--- src/rtl/vlid_pkg.sv ---
package vlid_pkg;
  localparam int BYTE_W    = 7;
  localparam int TYPE_W    = 3;
  localparam int OP_W      = 4;
  localparam int REG_W     = 4;
  localparam int IMM_BYTES = 4;
  localparam int IMM_W     = BYTE_W * IMM_BYTES;
  localparam int WIN_W     = 6 * BYTE_W;
  localparam int LEN_W     = $clog2(WIN_W + 1);

  // stream bit offsets of each field (bit 0 = first bit of the instruction)
  localparam int P_OP    = TYPE_W;
  localparam int P_REGA  = P_OP + OP_W;
  localparam int P_REGB  = P_REGA + REG_W;
  localparam int P_ZRR   = P_REGB + REG_W;
  localparam int ZRR_W   = 3 * BYTE_W - P_ZRR;
  localparam int P_ZSH   = P_REGB;
  localparam int ZSH_W   = 2 * BYTE_W - P_ZSH;
  localparam int P_IMM_L = 2 * BYTE_W;
  localparam int P_IMM_S = BYTE_W;

  localparam int LEN_RR  = 3 * BYTE_W;
  localparam int LEN_RC  = P_IMM_L + IMM_W;
  localparam int LEN_R   = 2 * BYTE_W;
  localparam int LEN_C   = P_IMM_S + IMM_W;
  localparam int LEN_Z   = BYTE_W;

  typedef enum logic [TYPE_W-1:0] {
    FMT_RSV0 = 3'd0, FMT_RSV1 = 3'd1, FMT_RR  = 3'd2, FMT_RC  = 3'd3,
    FMT_R    = 3'd4, FMT_C    = 3'd5, FMT_RET = 3'd6, FMT_NOP = 3'd7
  } fmt_e;

  typedef struct packed {
    logic [TYPE_W-1:0] code;
    logic [OP_W-1:0]   op;
    logic [REG_W-1:0]  reg_a;
    logic [REG_W-1:0]  reg_b;
    logic [ZRR_W-1:0]  zero_rr;
    logic [ZSH_W-1:0]  zero_sh;
    logic [IMM_W-1:0]  imm_long;
    logic [IMM_W-1:0]  imm_short;
  } raw_t;

  typedef struct packed {
    logic              ok;
    logic              illegal;
    logic [TYPE_W-1:0] kind;
    logic [OP_W-1:0]   opcode;
    logic [REG_W-1:0]  src;
    logic [REG_W-1:0]  dst;
    logic [IMM_W-1:0]  imm;
    logic [LEN_W-1:0]  len;
  } dec_t;
endpackage

--- src/rtl/vlid_fields.sv ---
module vlid_fields
  import vlid_pkg::*;
(
  input  logic [WIN_W-1:0] window,
  output raw_t             raw
);
  // a field that starts at stream bit p with width n sits at window[WIN_W-1-p -: n]
  assign raw.code    = window[WIN_W-1        -: TYPE_W];
  assign raw.op      = window[WIN_W-1-P_OP   -: OP_W];
  assign raw.reg_a   = window[WIN_W-1-P_REGA -: REG_W];
  assign raw.reg_b   = window[WIN_W-1-P_REGB -: REG_W];
  assign raw.zero_rr = window[WIN_W-1-P_ZRR  -: ZRR_W];
  assign raw.zero_sh = window[WIN_W-1-P_ZSH  -: ZSH_W];

  for (genvar k = 0; k < IMM_BYTES; k++) begin : g_imm_byte
    assign raw.imm_long[k*BYTE_W +: BYTE_W]  = window[WIN_W-1-P_IMM_L-k*BYTE_W -: BYTE_W];
    assign raw.imm_short[k*BYTE_W +: BYTE_W] = window[WIN_W-1-P_IMM_S-k*BYTE_W -: BYTE_W];
  end
endmodule

--- src/rtl/vlid_classify.sv ---
module vlid_classify
  import vlid_pkg::*;
(
  input  raw_t             raw,
  input  logic [LEN_W-1:0] nbits,
  output dec_t             dec
);
  logic [LEN_W-1:0]  need;
  logic              known;
  logic              zero_bad;
  logic [OP_W-1:0]   f_op;
  logic [REG_W-1:0]  f_src;
  logic [REG_W-1:0]  f_dst;
  logic [IMM_W-1:0]  f_imm;

  always_comb begin
    need     = '0;
    known    = 1'b1;
    zero_bad = 1'b0;
    f_op     = raw.op;
    f_src    = '0;
    f_dst    = '0;
    f_imm    = '0;
    unique case (fmt_e'(raw.code))
      FMT_RR: begin
        need     = LEN_W'(LEN_RR);
        zero_bad = |raw.zero_rr;
        f_src    = raw.reg_a;
        f_dst    = raw.reg_b;
      end
      FMT_RC: begin
        need     = LEN_W'(LEN_RC);
        zero_bad = |raw.zero_sh;
        f_dst    = raw.reg_a;
        f_imm    = raw.imm_long;
      end
      FMT_R: begin
        need     = LEN_W'(LEN_R);
        zero_bad = |raw.zero_sh;
        f_src    = raw.reg_a;
      end
      FMT_C: begin
        need     = LEN_W'(LEN_C);
        f_imm    = raw.imm_short;
      end
      FMT_RET, FMT_NOP: begin
        need     = LEN_W'(LEN_Z);
        zero_bad = |raw.op;
        f_op     = '0;
      end
      default: begin
        need     = '0;
        known    = 1'b0;
        f_op     = '0;
      end
    endcase
  end

  always_comb begin
    dec = '0;
    if (nbits < LEN_W'(BYTE_W)) begin
      dec = '0;
    end else if (!known) begin
      dec.illegal = 1'b1;
      dec.kind    = raw.code;
    end else if (nbits < need) begin
      dec = '0;
    end else if (zero_bad) begin
      dec.illegal = 1'b1;
      dec.kind    = raw.code;
      dec.len     = need;
    end else begin
      dec.ok     = 1'b1;
      dec.kind   = raw.code;
      dec.opcode = f_op;
      dec.src    = f_src;
      dec.dst    = f_dst;
      dec.imm    = f_imm;
      dec.len    = need;
    end
  end
endmodule

--- src/rtl/vlid_hold_stage.sv ---
module vlid_hold_stage #(
  parameter int WIDTH = 8
) (
  input  logic             clk,
  input  logic             rst_n,
  input  logic             up_valid,
  output logic             up_ready,
  input  logic [WIDTH-1:0] up_data,
  output logic             dn_valid,
  input  logic             dn_ready,
  output logic [WIDTH-1:0] dn_data
);
  logic             full_q;
  logic [WIDTH-1:0] data_q;

  assign up_ready = !full_q || dn_ready;
  assign dn_valid = full_q;
  assign dn_data  = data_q;

  always_ff @(posedge clk) begin
    if (!rst_n) begin
      full_q <= 1'b0;
      data_q <= '0;
    end else if (up_ready) begin
      full_q <= up_valid;
      if (up_valid) data_q <= up_data;
    end
  end
endmodule

--- src/rtl/vlid_decoder.sv ---
module vlid_decoder
  import vlid_pkg::*;
(
  input  logic              clk,
  input  logic              rst_n,
  input  logic              in_valid,
  output logic              in_ready,
  input  logic [WIN_W-1:0]  in_window,
  input  logic [LEN_W-1:0]  in_bits,
  output logic              out_valid,
  input  logic              out_ready,
  output logic              out_ok,
  output logic              out_illegal,
  output logic [TYPE_W-1:0] out_type,
  output logic [OP_W-1:0]   out_opcode,
  output logic [REG_W-1:0]  out_src,
  output logic [REG_W-1:0]  out_dst,
  output logic [IMM_W-1:0]  out_imm,
  output logic [LEN_W-1:0]  out_len
);
  localparam int DEC_W = $bits(dec_t);

  raw_t raw;
  dec_t dec_d;
  dec_t dec_q;
  logic [DEC_W-1:0] dec_bits_q;

  vlid_fields u_fields (
    .window (in_window),
    .raw    (raw)
  );

  vlid_classify u_classify (
    .raw   (raw),
    .nbits (in_bits),
    .dec   (dec_d)
  );

  vlid_hold_stage #(.WIDTH(DEC_W)) u_stage (
    .clk      (clk),
    .rst_n    (rst_n),
    .up_valid (in_valid),
    .up_ready (in_ready),
    .up_data  (dec_d),
    .dn_valid (out_valid),
    .dn_ready (out_ready),
    .dn_data  (dec_bits_q)
  );

  assign dec_q       = dec_t'(dec_bits_q);
  assign out_ok      = dec_q.ok;
  assign out_illegal = dec_q.illegal;
  assign out_type    = dec_q.kind;
  assign out_opcode  = dec_q.opcode;
  assign out_src     = dec_q.src;
  assign out_dst     = dec_q.dst;
  assign out_imm     = dec_q.imm;
  assign out_len     = dec_q.len;
endmodule

--- config.mk ---
export PLATFORM = sky130hd
export DESIGN_NAME = vlid_decoder
export DESIGN_NICKNAME = d
export VERILOG_FILES = /design/src/rtl/vlid_pkg.sv /design/src/rtl/vlid_fields.sv /design/src/rtl/vlid_classify.sv /design/src/rtl/vlid_hold_stage.sv /design/src/rtl/vlid_decoder.sv
export SDC_FILE = /design/constraint.sdc
export NUM_CORES = 1
export LEC_CHECK = 0
export ABC_AREA = 1
export CAP_MARGIN = 5
export CORE_UTILIZATION = 58
export DETAILED_ROUTE_END_ITERATION = 10
export DONT_BUFFER_PORTS = 1
export HOLD_SLACK_MARGIN = 0.08
export PLACE_DENSITY = 0.79
export SYNTH_ARGS = -nofsm -noshare
export SYNTH_HDL_FRONTEND = slang
export SYNTH_SLANG_ARGS = --single-unit
--- constraint.sdc ---
create_clock -name clk -period 4.65 [get_ports clk]
set_input_delay 0 -clock clk [delete_from_list [all_inputs] [get_ports clk]]
set_output_delay 0 -clock clk [all_outputs]
set_load 0.01 [all_outputs]
==> metrics.txt <==
core area=4414 µm²; CP endpoint kind=flip-flop; post-route setup slack=2.158 ns; clk_lat worst skew=0.31 ns; global-route wire length before repair=12970 µm; setup TNS=0 ns; area share of the largest cell type after synthesis=38.54%; Internal Power=0.0006205 W; IO Pins=105; # setup viols final=0; NetSw=0.0002676 W; # H-tree levels=2; P_leak=1.343 nW; CTS tree=yes; Clock Skews=0.008024 ns; WP data arrival=2.73 ns; final period utilization=53.59%; slew at the pin closest to its max-slew limit=1.231 ns; largest fanout on the critical path=49; Ys Warns=0; RSZ-0062 raised after global routing=false; largest net degree at the start of global routing=53; Clock Power Share=27.7%; DP Area=2605 µm²; Power Density=273.8 nW/µm²; Netlist cell types=21; slew margin rel.=17.73%; DRC viols=0; hold crit path type=input port to flip-flop; initial core utilization=61.20%; Mean Syn Cell Area=7.072 µm²; vias in the first global route=2764; Final Critical Period=2.492 ns; Post-Synthesis Cell Area=2701 µm²; top post-synthesis cells by area=dfxtp_1 (39%), nand2_1 (10%), a21oi_1 (10%); Seq pwr share=52.3%; VDD IR max=0.1689 mV; FMAX=0.4013 GHz; setup bufs post-CTS=0; Combinational Power Share=20.0%; post-synthesis sequential area ratio=38.54%; CP Class=input port to flip-flop; Post-Syn Nets=439; switching share of power=30.14%; Yosys reg bits=52; die width=70.25 µm; DRT iter0 DRCs=289; # resized after CTS=0; total detailed-routing wirelength=7985 µm; Port Buffers=0; gpl congestion=0.8665; clk root buf=clkbuf_8; FP Rows=24; max-cap viol count=0; clk buf depth=2; leading area contributor after synthesis=dfxtp_1; area grow syn2layout=20.06%; Routed Antenna Nets=0; pins over their slew limit=0; total congestion overflow=0; Critical Path RT=4.89 ns; CTS sink count=52; status=finished clean; die height=70.25 µm; Placement Setup Slack=2.540 ns; startpoint types=input port; fraction of layout cells with a size suffix above 1=3.580%; Cells after Synth=382; Final Hold Vio Count=0; clk slew on worst S/H paths=0.09 ns; total CTS buffers=5; number of iterations in the first detailed-routing pass=5; total global-route track usage=32.53%; average vias per placed instance=6.183; diodes inserted=0; die footprint=4934 µm²; initial antenna violation count=0; Finished Core Util=73.47%; Reg area=1041 µm²; post-DR wirelength/cell=16.95 µm; multi-input logic area=1277 µm²; Layout fillers=322; Nets=476; Final Instance Area=3243 µm²; Via Count=2912; post-DP HPWL=4729 µm
[logic make-up (layout without fill, tap and decap cells)]
kind of cell               count (synthesis)  in the layout  synth area share [%]
adders and majority gates                  5              5                 2.316
buffers and inverters                     82            119                 14.27
and+or+nand+nor                          155            155                 27.00
DFF                                       52             52                 38.54
AOI/OAI and AO/OA                         88             88                 17.88
[stage by stage]
stage               cells  hold slack [ns]  total power (W)
floorplan             382           0.1381        0.0005955
global placement      408           0.1800        0.0006068
detailed placement    408           0.1782        0.0006086
CTS                   471          0.08227        0.0008849
global route          471           0.1262        0.0009240
finish                471          0.09739        0.0008881
[synthesized netlist by cell type]
cell      count
buf_2         5
nand2_1      74
inv_1        51
nor2_4        1
buf_4         3
nand3_1      17
nand2_2       2
ha_1          5
buf_6         8
nor2_1       18
nand4_1      41
clkinv_1      1
o22ai_1      32
a21oi_1      54
dfxtp_1      52
or2_1         1
o21a_1        1
inv_2         1
clkbuf_1     13
nand4_2       1
o21ai_0       1
[sequential cells by signal, indices dropped and copies added, names as in the netlist]
| name | count |
|---|---|
| u_stage.dn_data | 51 |
| u_stage.dn_valid | 1 |
[critical path, cell delays in order]
cell	delay, ns
dlygate4sd3_1	0.61
inv_2	0.10
nand2_2	0.05
nor2_1	0.21
inv_1	0.15
ha_1	0.30
nand2_1	0.07
o21a_1	0.21
nand2_2	0.64
nand4_1	0.20
a21oi_1	0.19
[cell type report]
| type | count | share of cell area (%) |
|---|---|---|
| Tap cell | 52 | 2.006 |
| Inverter | 53 | 6.134 |
| Clock buffer | 6 | 2.238 |
| Sequential cell | 52 | 32.10 |
| Clock inverter | 1 | 0.1543 |
| Timing Repair Buffer | 59 | 17.98 |
| Multi-Input combinational cell | 248 | 39.39 |
[path summary, 6_finish.rpt]
check / from / endpoint / slack [ns] / depth (start not counted)
worst max-delay path: in_window[39] / u_stage.dn_data[30]$_SDFFE_PN0P_ / 2.16 / 11
worst min-delay path: in_window[40] / u_stage.dn_data[1]$_SDFFE_PN0P_ / 0.1 / 4
worst max register to register: u_stage.dn_valid$_SDFFE_PN0N_ / u_stage.dn_data[14]$_SDFFE_PN0P_ / 2.63 / 6
worst min register to register: u_stage.dn_data[0]$_SDFFE_PN0P_ / u_stage.dn_data[0]$_SDFFE_PN0P_ / 0.51 / 2
[layout by cell type (no fill, tap or decap), types with 2 or more instances in the layout]
master and n:
nand2_1 74, dlygate4sd3_1 56, a21oi_1 54, dfxtp_1 52, inv_1 51, nand4_1 41
o22ai_1 32, nor2_1 17, nand3_1 17, ha_1 5, clkbuf_8 5, buf_4 3
nand2_2 2
[metal layers]
metal / track usage, % / share of wire, % / wire, µm
met1: 38.96 / 40 / 3203
met2: 54.50 / 48 / 3828
met3: 9.380 / 9.3 / 745
met4: 12.89 / 2.6 / 207
met5: 0 / 0 / 0
[power groups by stage]
stage	Combinational (W)	Clock [W]	Sequential, W
2_1_floorplan	0.000123	0	0.000473
3_3_place_gp	0.000132	0	0.000475
3_5_place_dp	0.000134	0	0.000475
4_1_cts	0.000171	0.000249	0.000464
5_1_grt	0.000194	0.000264	0.000465
6_report	0.000178	0.000246	0.000464
[what timing repair did]
item	4_1_cts	5_1_grt
hold endpoints to repair	50	0
endpoints found under the setup margin	0	0
hold buffers	56	0
Note: power is estimated with default switching activity, not from simulation.
